$ cat config.mk
export PLATFORM = sky130hd
export DESIGN_NAME = pfq_loader
export DESIGN_NICKNAME = d
export VERILOG_FILES = /design/src/rtl/pfq_loader.sv
export SDC_FILE = /design/constraint.sdc
export NUM_CORES = 1
export LEC_CHECK = 0
export BUFFER_PORTS_ARGS = -buffer_cell sky130_fd_sc_hd__buf_2
export CORE_MARGIN = 2
export CORE_UTILIZATION = 45
export DETAILED_ROUTE_END_ITERATION = 16
export GPL_TIMING_DRIVEN = 1
export PLACE_DENSITY = 0.8
export SKIP_CTS_REPAIR_TIMING = 1
export SLEW_MARGIN = 20
export SYNTH_ARGS = -nofsm -noshare
export SYNTH_HDL_FRONTEND = slang
export SYNTH_SLANG_ARGS = --single-unit
export TNS_END_PERCENT = 10
$ cat constraint.sdc
create_clock -name clk -period 2.3 [get_ports clk]
set_input_delay 0.115 -clock clk [delete_from_list [all_inputs] [get_ports clk]]
set_output_delay 0.115 -clock clk [all_outputs]
set_load 0.02 [all_outputs]
$ cat src/rtl/pfq_loader.sv
module pfq_loader #(
  parameter int ADDR_W = 20,
  parameter logic [ADDR_W-1:0] RESET_ADDR = '0
) (
  input  logic              clk,
  input  logic              rst_n,
  output logic              mem_req,
  output logic [ADDR_W-1:0] mem_addr,
  input  logic              mem_gnt,
  input  logic              mem_dvld,
  input  logic [7:0]        mem_data,
  input  logic              flush,
  input  logic [ADDR_W-1:0] flush_addr,
  output logic              dec_op_vld,
  output logic [7:0]        dec_op,
  input  logic              dec_op_take,
  input  logic              dec_need_mode,
  output logic              dec_mode_vld,
  output logic [7:0]        dec_mode,
  input  logic              dec_next,
  output logic              xb_vld,
  output logic [7:0]        xb_data,
  input  logic              xb_req
);
  localparam int PW = 2;
  localparam int QD = 1 << PW;

  typedef enum logic [1:0] {L_FILL, L_HOLD, L_MODE, L_WAIT} lst_t;

  logic [7:0]        qmem [QD];
  logic [PW-1:0]     wptr, rptr;
  logic              mt, pend, drop;
  logic [ADDR_W-1:0] fa;
  logic [7:0]        op_q;
  lst_t              st;

  logic full, wr, rd, pop_op, pop_mode, pop_xb, grant;
  logic [7:0] head;

  assign full     = (wptr == rptr) & ~mt;
  assign head     = qmem[rptr];
  assign grant    = mem_req & mem_gnt;
  assign wr       = mem_dvld & pend & ~drop & ~flush;
  assign pop_op   = (st == L_FILL) & ~mt & ~flush;
  assign pop_mode = (st == L_MODE) & ~mt & ~flush;
  assign pop_xb   = (st == L_WAIT) & xb_req & ~mt & ~flush;
  assign rd       = pop_op | pop_mode | pop_xb;

  assign mem_req      = ~pend & ~full;
  assign mem_addr     = fa;
  assign dec_op_vld   = (st == L_HOLD);
  assign dec_op       = op_q;
  assign dec_mode_vld = pop_mode;
  assign dec_mode     = head;
  assign xb_vld       = pop_xb;
  assign xb_data      = head;

  always_ff @(posedge clk) begin
    if (wr) qmem[wptr] <= mem_data;
  end

  always_ff @(posedge clk or negedge rst_n) begin
    if (!rst_n) begin
      wptr <= '0;
      rptr <= '0;
      mt   <= 1'b1;
    end else if (flush) begin
      wptr <= '0;
      rptr <= '0;
      mt   <= 1'b1;
    end else begin
      if (wr) wptr <= wptr + 1'b1;
      if (rd) rptr <= rptr + 1'b1;
      if (wr)                                   mt <= 1'b0;
      else if (rd && (rptr + 1'b1) == wptr)     mt <= 1'b1;
    end
  end

  always_ff @(posedge clk or negedge rst_n) begin
    if (!rst_n) begin
      fa   <= RESET_ADDR;
      pend <= 1'b0;
      drop <= 1'b0;
    end else begin
      pend <= grant | (pend & ~mem_dvld);
      if (flush)         drop <= grant | (pend & ~mem_dvld);
      else if (mem_dvld) drop <= 1'b0;
      if (flush)      fa <= flush_addr;
      else if (grant) fa <= fa + 1'b1;
    end
  end

  always_ff @(posedge clk or negedge rst_n) begin
    if (!rst_n) begin
      st   <= L_FILL;
      op_q <= '0;
    end else if (flush) begin
      st <= L_FILL;
    end else begin
      unique case (st)
        L_FILL: if (pop_op) begin
          st   <= L_HOLD;
          op_q <= head;
        end
        L_HOLD: if (dec_op_take) st <= dec_need_mode ? L_MODE : L_WAIT;
        L_MODE: if (pop_mode) st <= L_WAIT;
        L_WAIT: if (dec_next) st <= L_FILL;
        default: st <= L_FILL;
      endcase
    end
  end

  AST_NO_OVERFLOW: assert property (@(posedge clk) disable iff (!rst_n)
    wr |-> !full);
  AST_NO_UNDERFLOW: assert property (@(posedge clk) disable iff (!rst_n)
    rd |-> !mt);
  AST_EMPTY_PTRS: assert property (@(posedge clk) disable iff (!rst_n)
    mt |-> (wptr == rptr));
  AST_ADDR_STEP: assert property (@(posedge clk) disable iff (!rst_n)
    (grant && !flush) |=> mem_addr == ADDR_W'($past(mem_addr) + 1'b1));
  AST_SINGLE_FETCH: assert property (@(posedge clk) disable iff (!rst_n)
    (grant && !mem_dvld) |=> !mem_req);
  AST_FLUSH_CLEAR: assert property (@(posedge clk) disable iff (!rst_n)
    flush |=> mt && !dec_op_vld && mem_addr == $past(flush_addr));
  AST_OP_HOLD: assert property (@(posedge clk) disable iff (!rst_n)
    (dec_op_vld && !dec_op_take && !flush) |=> dec_op_vld && $stable(dec_op));
  AST_MODE_PULSE: assert property (@(posedge clk) disable iff (!rst_n)
    dec_mode_vld |=> !dec_mode_vld);
  AST_XB_GATED: assert property (@(posedge clk) disable iff (!rst_n)
    xb_vld |-> xb_req && !dec_op_vld && !dec_mode_vld);
endmodule

Word level (Yosys, flattened, before mapping)
Memories as Yosys holds them, arrays and structs flattened.
Index checks and enable logic that the tools add are counted.
- register bits after elaboration: 37
- RAM bits: 32
- output and inout port bits: 48
- logic and storage cells: 73
- memories: 1
- add/sub/neg operators: 3
- equal/unequal tests: 9
- muxes and demuxes: 20
- bitwise logic cells: 23
- reduce and logical (&&, ||, !) cells: 9
- memory list (memory ; words ; bits a word ; rd ports ; clocked after memory_dff ; wr ports ; line ; text):
    qmem ; 4 ; 8 ; 1 ; 0 ; 1 ; 30 ; logic [7:0] qmem [QD];
- operator list (cell ; number):
    $mux 20 ; 2
    $add 20x1->20 const B ; 1
    $mux 2 ; 9
    $and 1x1->1 ; 14
    $ne 3x3->1 const B ; 3
    $mux 1 ; 8
    $pmux 2 s4 ; 1
    $reduce_bool 2->1 ; 4
    $not 1->1 ; 6
    $add 2x1->2 const B ; 2
    $eq 2x2->1 ; 2
    $eq 2x2->1 const B ; 2
    $reduce_and 4->1 ; 1
    $ne 3x2->1 const B ; 1
    $or 1x1->1 ; 3
    $reduce_and 3->1 ; 1
    $reduce_bool 3->1 ; 1
    $eq 2x1->1 const B ; 1
    $logic_not 2->1 ; 1
    $logic_and 1x1->1 ; 1

Longest topological paths before layout
Gate-level depths: netlist of run 1.
- depth in word-level cells: 9
- depth in mapped cells: 6

Worst setup path before layout of run 1
OpenSTA, ideal clock, no wires.
- path type: reg2reg
- start point: reg fa[0] (netlist: mem_addr[0])
- end point: reg fa[16] (netlist: mem_addr[16])
- library setup time: 0.082 ns
- arrival time: 1.763 ns
- setup slack: 0.455 ns
- stages on the path, launching flop included: 7
- buffers on the path: 1
- clock period less this slack: 1.845 ns
- path through: dfrtp_1 -> ha_1 -> and4_1 -> o311ai_2 -> buf_6 -> or4_1 -> a31oi_1
- cells in the longest elaborated chain, start to end: 3
- ends and longest elaborated chain (element ; line ; text):
    start: declaration ; 33 ; logic [ADDR_W-1:0] fa;
    start signal: assignment ; 88 ; if (flush) fa <= flush_addr;
    start signal: assignment ; 89 ; else if (grant) fa <= fa + 1'b1;
    $add 20x1->20 ; 89 ;
    $mux 20 ; 89 ;
    $mux 20 ; 88 ;
No other way between the ends. The select of a mux whose other input is x is not followed.
A chain may end at the register's enable or synchronous reset.

Final worst setup path of run 1
- start point: reg wptr[1]
- end point: reg fa[12] (netlist: mem_addr[12])
- cells in the longest elaborated chain, start to end: 6
- ends and longest elaborated chain (element ; line ; text):
    start: declaration ; 31 ; logic [PW-1:0] wptr, rptr;
    start signal: assignment ; 72 ; if (wr) wptr <= wptr + 1'b1;
    $eq 2x2->1 ; 40 ; assign full = (wptr == rptr) & ~mt;
    $and 1x1->1 ; 40 ;
    $not 1->1 ; 49 ; assign mem_req = ~pend & ~full;
    $and 1x1->1 ; 49 ;
    $and 1x1->1 ; 42 ; assign grant = mem_req & mem_gnt;
    $reduce_bool 2->1 (no source line) ; n/a ;
No other way between the ends.

==> results of run 1 <==
-- report_power, final --
part,leakage [nW],switching (W),internal [W],total [W]
registers,0.730,0.000124,0.00144,0.00157
clock network,0.0889,0.000448,0.000413,0.000861
logic,0.868,0.000542,0.000364,0.000906
total,1.69,0.00111,0.00222,0.00333
-- per-layer routing --
layer  vias up  global-route usage  routed length, µm
met5         -                   0                  0
met4         0              0.0628                102
met1      1257               0.226               3130
met3         8              0.0394                254
li1       1191                   -                  -
met2        58               0.286               3680
-- state kept, by name, summed over array words and instances (netlist names) --
register	count
dec_op	8
qmem	32
rptr	2
st	2
wptr	2
pend	1
mt	1
drop	1
mem_addr	20
-- kinds of logic after synthesis --
| kind of cell | synth area share |
|---|---|
| adder cells (fa/ha/maj) | 0.0338 |
| XOR/XNOR | 0.0255 |
| buffers and inverters | 0.0469 |
| AO/OA/AOI/OAI | 0.102 |
| multiplexers | 0.0912 |
| flip-flops | 0.566 |
| AND/OR/NAND/NOR | 0.134 |
-- cells in the mapped netlist, types with 2 or more instances --
| cell type | number | area [µm²] |
|---|---|---|
| or3_1 | 4 | 25.0 |
| nand3_1 | 9 | 45.0 |
| and2_1 | 6 | 37.5 |
| o31ai_1 | 13 | 97.6 |
| edfxtp_1 | 32 | 961 |
| xor2_2 | 2 | 32.5 |
| nand4_1 | 3 | 18.8 |
| clkbuf_1 | 6 | 22.5 |
| mux2i_1 | 3 | 30.0 |
| buf_2 | 2 | 10.0 |
| nor3_1 | 2 | 10.0 |
| ha_1 | 9 | 113 |
| or4_1 | 13 | 97.6 |
| xor2_1 | 5 | 43.8 |
| mux2_2 | 8 | 90.1 |
| o311ai_0 | 3 | 26.3 |
| o21ai_0 | 10 | 50.1 |
| and4_1 | 2 | 17.5 |
| buf_4 | 9 | 67.6 |
| nor2_1 | 26 | 97.6 |
| and3_1 | 6 | 37.5 |
| a21oi_1 | 2 | 10.0 |
| mux4_2 | 7 | 158 |
| dfrtp_1 | 36 | 901 |
| nand2_1 | 10 | 37.5 |
| inv_1 | 11 | 41.3 |
| a31oi_1 | 15 | 93.8 |
-- through the flow --
step	total power (W)	std cells	utilization	setup slack [ns]	area [µm²]
after floorplan	0.00219	268	-	0.455	3330
after global placement	0.00245	437	0.527	0.410	3800
after detailed placement	0.00249	437	0.527	0.353	3800
after CTS	0.00335	453	0.550	0.324	3970
after global routing	0.00351	464	0.565	0.167	4080
final	0.00333	464	0.565	0.320	4080
-- layout make-up --
class	instances	area, µm²	area share
Sequential cell	69	1890	0.463
Clock buffer	11	141	0.0347
Timing Repair Buffer	100	568	0.139
Multi-Input combinational cell	169	1290	0.316
Clock inverter	5	27.5	0.00675
Tap cell	99	124	0.0304
Inverter	11	41.3	0.0101
-- worst register-to-register path, stage by stage (launching register included) --
cell      delay, ns
dfrtp_1        0.46
xor2_2         0.39
o311ai_2       0.31
or4_1          0.57
a31oi_1        0.18
-- final timing paths --
path	startpoint	end	slack [ns]	cells past startpoint
min in group asynchronous	rst_n	mem_addr[9]	0.41	2
min	flush_addr[3]	mem_addr[3]	-0.02	3
max in group asynchronous	rst_n	rptr[0]	1.33	2
min reg2reg	drop	drop	0.50	1
max	wptr[1]	mem_addr[12]	0.32	4
max reg2reg	wptr[1]	mem_addr[12]	0.32	4
==> results.sh, run 1 <==
export IMPL_worstPathMaxFanout=14
export IMPL_final_cell_mix="buf_2, dfrtp_1, edfxtp_1"
export IMPL_yosys_warnings=0
export IMPL_fp_dieH_um=90.1
export IMPL_synth_edf_count=32
export IMPL_vias=2514
export IMPL_insertion_delay_ns=0.35
export IMPL_core_um2=7210
export IMPL_crit_required_ns=2.57
export IMPL_violations="negative hold slack"
export IMPL_grt_max_degree=38
export IMPL_drt_iter0_drc=179
export IMPL_slew_headroom=0.424
export IMPL_max_freq_mhz=505
export IMPL_crit_arrival_ns=2.25
export IMPL_final_nets=406
export IMPL_path_clk_slew_ns=0.07
export IMPL_grt_overflow_total=0
export IMPL_fin_setup_tns_ns=0
export IMPL_htreeDepth=3
export IMPL_syn_to_final_growth_pct=22.4
export IMPL_drv_slew=0
export IMPL_grt_pass1_vias=2358
export IMPL_synth_flop_cell="dfrtp_1"
export IMPL_final_common_cell="buf_2"
export IMPL_path_cells="xor2_2 > o311ai_2 > or4_1 > a31oi_1"
export IMPL_dr_pass1_iters=4
export IMPL_dp_hpwl_um=4940
export IMPL_hold_class="primary input to flop"
export IMPL_postRouteWirelength_um=7160
export IMPL_final_period_utilization=0.861
export IMPL_io_buffers=84
export IMPL_power_density_nw_per_um2=818
export IMPL_synth_area_um2=3330
export IMPL_ys_ff_latch=69
export IMPL_yosysSeqAreaShare=0.566
export IMPL_clock_skew_final_ns=0.0129
export IMPL_grt_setup_unrepaired="no"
export IMPL_end_kind="flop"
export IMPL_antenna_found_initial=0
export IMPL_grt_first_pass_wirelength_um=11300
export IMPL_hold_violations=2
export IMPL_final_min_clock_period_ns=1.98
export IMPL_die_x_um=90.1
export IMPL_synthCells=268
export IMPL_diodes=0
export IMPL_initial_core_util=0.462
export IMPL_rows=31
export IMPL_num_fill_cells=619
export IMPL_slowest_stage="or4_1"
export IMPL_ant_nets=0
export IMPL_layout_drive_gt1_share=0.340
export IMPL_cpPeakStageDelay_ns=0.57
export IMPL_cts_tree="yes"
export IMPL_status="complete, but fails checks"
export IMPL_leakage_nw=1.69
export IMPL_hold_ws_ns=-0.0155
export IMPL_cp_top_family="simple AND/OR/NAND/NOR gates"
export IMPL_synth_distinct_cells=41
export IMPL_clkSinkCount=69
export IMPL_ir_worst_vdd_mv=0.526
export IMPL_clock_path_buffers=2
export IMPL_syn_nets=314
export IMPL_path_buf_inv=0
export IMPL_die_area_um2=8110
export IMPL_routedWlPerCell_um=15.4
export IMPL_start_kind="flop"
export IMPL_via_per_inst=5.42
export IMPL_drc=0
export IMPL_max_cap_violations=0
export IMPL_setup_viol=0
export IMPL_tightest_slew_ns=0.864
export IMPL_synthArstFlopShare=0.536
export IMPL_grt_use_total=0.173
export IMPL_place_gp_congestion=0.787
export IMPL_syn_avg_cell_area_um2=12.4
export IMPL_ios=85
export IMPL_cts_made_buffers=9
export IMPL_cts_root_buf="clkbuf_8"
export IMPL_critical_path_class="flop to flop"
Note: power is estimated with default switching activity, not from simulation.
==> inputs of run 2 (changes only) <==
GPL_TIMING_DRIVEN = 0   (was 1)
==> results.sh, run 2 (same netlist as run 1, synthesis figures left out) <==
export IMPL_status="complete, but fails checks"
export IMPL_slowest_stage="mux4_2"
export IMPL_ir_worst_vdd_mv=0.367
export IMPL_drc=0
export IMPL_place_gp_congestion=0.778
export IMPL_io_buffers=84
export IMPL_critical_path_class="flop to primary output"
export IMPL_final_period_utilization=0.922
export IMPL_path_cells="clkbuf_4 > mux4_2 > buf_4 > buf_2"
export IMPL_final_common_cell="buf_2"
export IMPL_hold_ws_ns=-0.0123
export IMPL_grt_setup_unrepaired="no"
export IMPL_end_kind="primary output"
export IMPL_vias=2621
export IMPL_core_um2=7210
export IMPL_power_density_nw_per_um2=828
export IMPL_initial_core_util=0.462
export IMPL_ant_nets=0
export IMPL_via_per_inst=5.53
export IMPL_drv_slew=0
export IMPL_num_fill_cells=601
export IMPL_dp_hpwl_um=5150
export IMPL_hold_class="primary input to flop"
export IMPL_violations="negative hold slack"
export IMPL_dr_pass1_iters=4
export IMPL_tightest_slew_ns=0.847
export IMPL_diodes=0
export IMPL_fin_setup_tns_ns=0
export IMPL_htreeDepth=3
export IMPL_grt_overflow_total=0
export IMPL_clkSinkCount=69
export IMPL_postRouteWirelength_um=7400
export IMPL_cts_tree="yes"
export IMPL_routedWlPerCell_um=15.6
export IMPL_ios=85
export IMPL_path_clk_slew_ns=0.07
export IMPL_grt_first_pass_wirelength_um=11400
export IMPL_slew_headroom=0.435
export IMPL_final_cell_mix="buf_2, dfrtp_1, edfxtp_1"
export IMPL_cts_root_buf="clkbuf_8"
export IMPL_hold_violations=7
export IMPL_path_buf_inv=3
export IMPL_crit_required_ns=2.18
export IMPL_largest_register="qmem"
export IMPL_cp_top_family="buffers and inverters"
export IMPL_grt_max_degree=38
export IMPL_start_kind="flop"
export IMPL_max_cap_violations=0
export IMPL_worstPathMaxFanout=10
export IMPL_drt_iter0_drc=159
export IMPL_cpPeakStageDelay_ns=0.58
export IMPL_insertion_delay_ns=0.33
export IMPL_die_x_um=90.1
export IMPL_syn_to_final_growth_pct=24.1
export IMPL_max_freq_mhz=472
export IMPL_largest_register_ffs=32
export IMPL_clock_path_buffers=2
export IMPL_antenna_found_initial=0
export IMPL_cts_made_buffers=9
export IMPL_layout_drive_gt1_share=0.336
export IMPL_final_nets=416
export IMPL_final_min_clock_period_ns=2.12
export IMPL_clock_skew_final_ns=0.00935
export IMPL_rows=31
export IMPL_power_w=0.00342
export IMPL_crit_arrival_ns=2.00
export IMPL_leakage_nw=1.71
export IMPL_grt_use_total=0.177
export IMPL_setup_viol=0
export IMPL_fp_dieH_um=90.1
export IMPL_die_area_um2=8110
export IMPL_grt_pass1_vias=2409
-- run 2: routing by layer --
layer / vias up / global-route usage / part of all wire
li1: 1213 / - / -
met1: 1285 / 0.231 / 0.44
met2: 108 / 0.288 / 0.49
met3: 15 / 0.0360 / 0.052
met4: 0 / 0.0756 / 0.019
met5: - / 0 / 0
-- run 2: per-stage QoR --
step	instances	instance area [µm²]	utilization	worst slack [ns]
after floorplan	268	3330	-	0.455
after global placement	451	3880	0.537	0.173
after detailed placement	451	3880	0.537	0.154
after CTS	467	4050	0.562	0.0890
after global routing	474	4140	0.573	0.0722
final	474	4140	0.573	0.181
-- run 2: worst reg2reg max path, stage by stage, from the launching register on --
cell	delay [ns]
dfrtp_1	0.36
buf_4	0.18
xor2_2	0.38
o311ai_2	0.25
buf_6	0.21
or4_1	0.47
a31oi_1	0.17
-- run 2: worst paths after layout --
path / from / to / slack, ns / cells past startpoint
max: rptr[0] / xb_data[1] / 0.18 / 4
min: flush_addr[3] / mem_addr[3] / -0.01 / 3
max reg2reg: rptr[1] / mem_addr[16] / 0.20 / 6
min reg2reg: dec_op[0] / dec_op[0] / 0.50 / 1
max in group asynchronous: rst_n / wptr[1] / 1.34 / 2
min in group asynchronous: rst_n / mem_addr[15] / 0.42 / 2
-- run 2: final cells by class --
cell class	count	area, µm²	share of cell area
Sequential cell	69	1890	0.457
Multi-Input combinational cell	169	1300	0.314
Timing Repair Buffer	91	490	0.119
Clock buffer	13	139	0.0336
Tap cell	99	124	0.0300
Buffer	19	118	0.0284
Inverter	11	41.3	0.00998
Clock inverter	3	37.5	0.00908
-- run 2: power by group --
group / total [W] / internal, W / switching (W)
Sequential: 0.00157 / 0.00144 / 0.000129
Combinational: 0.000939 / 0.000379 / 0.000560
Clock: 0.000911 / 0.000496 / 0.000414
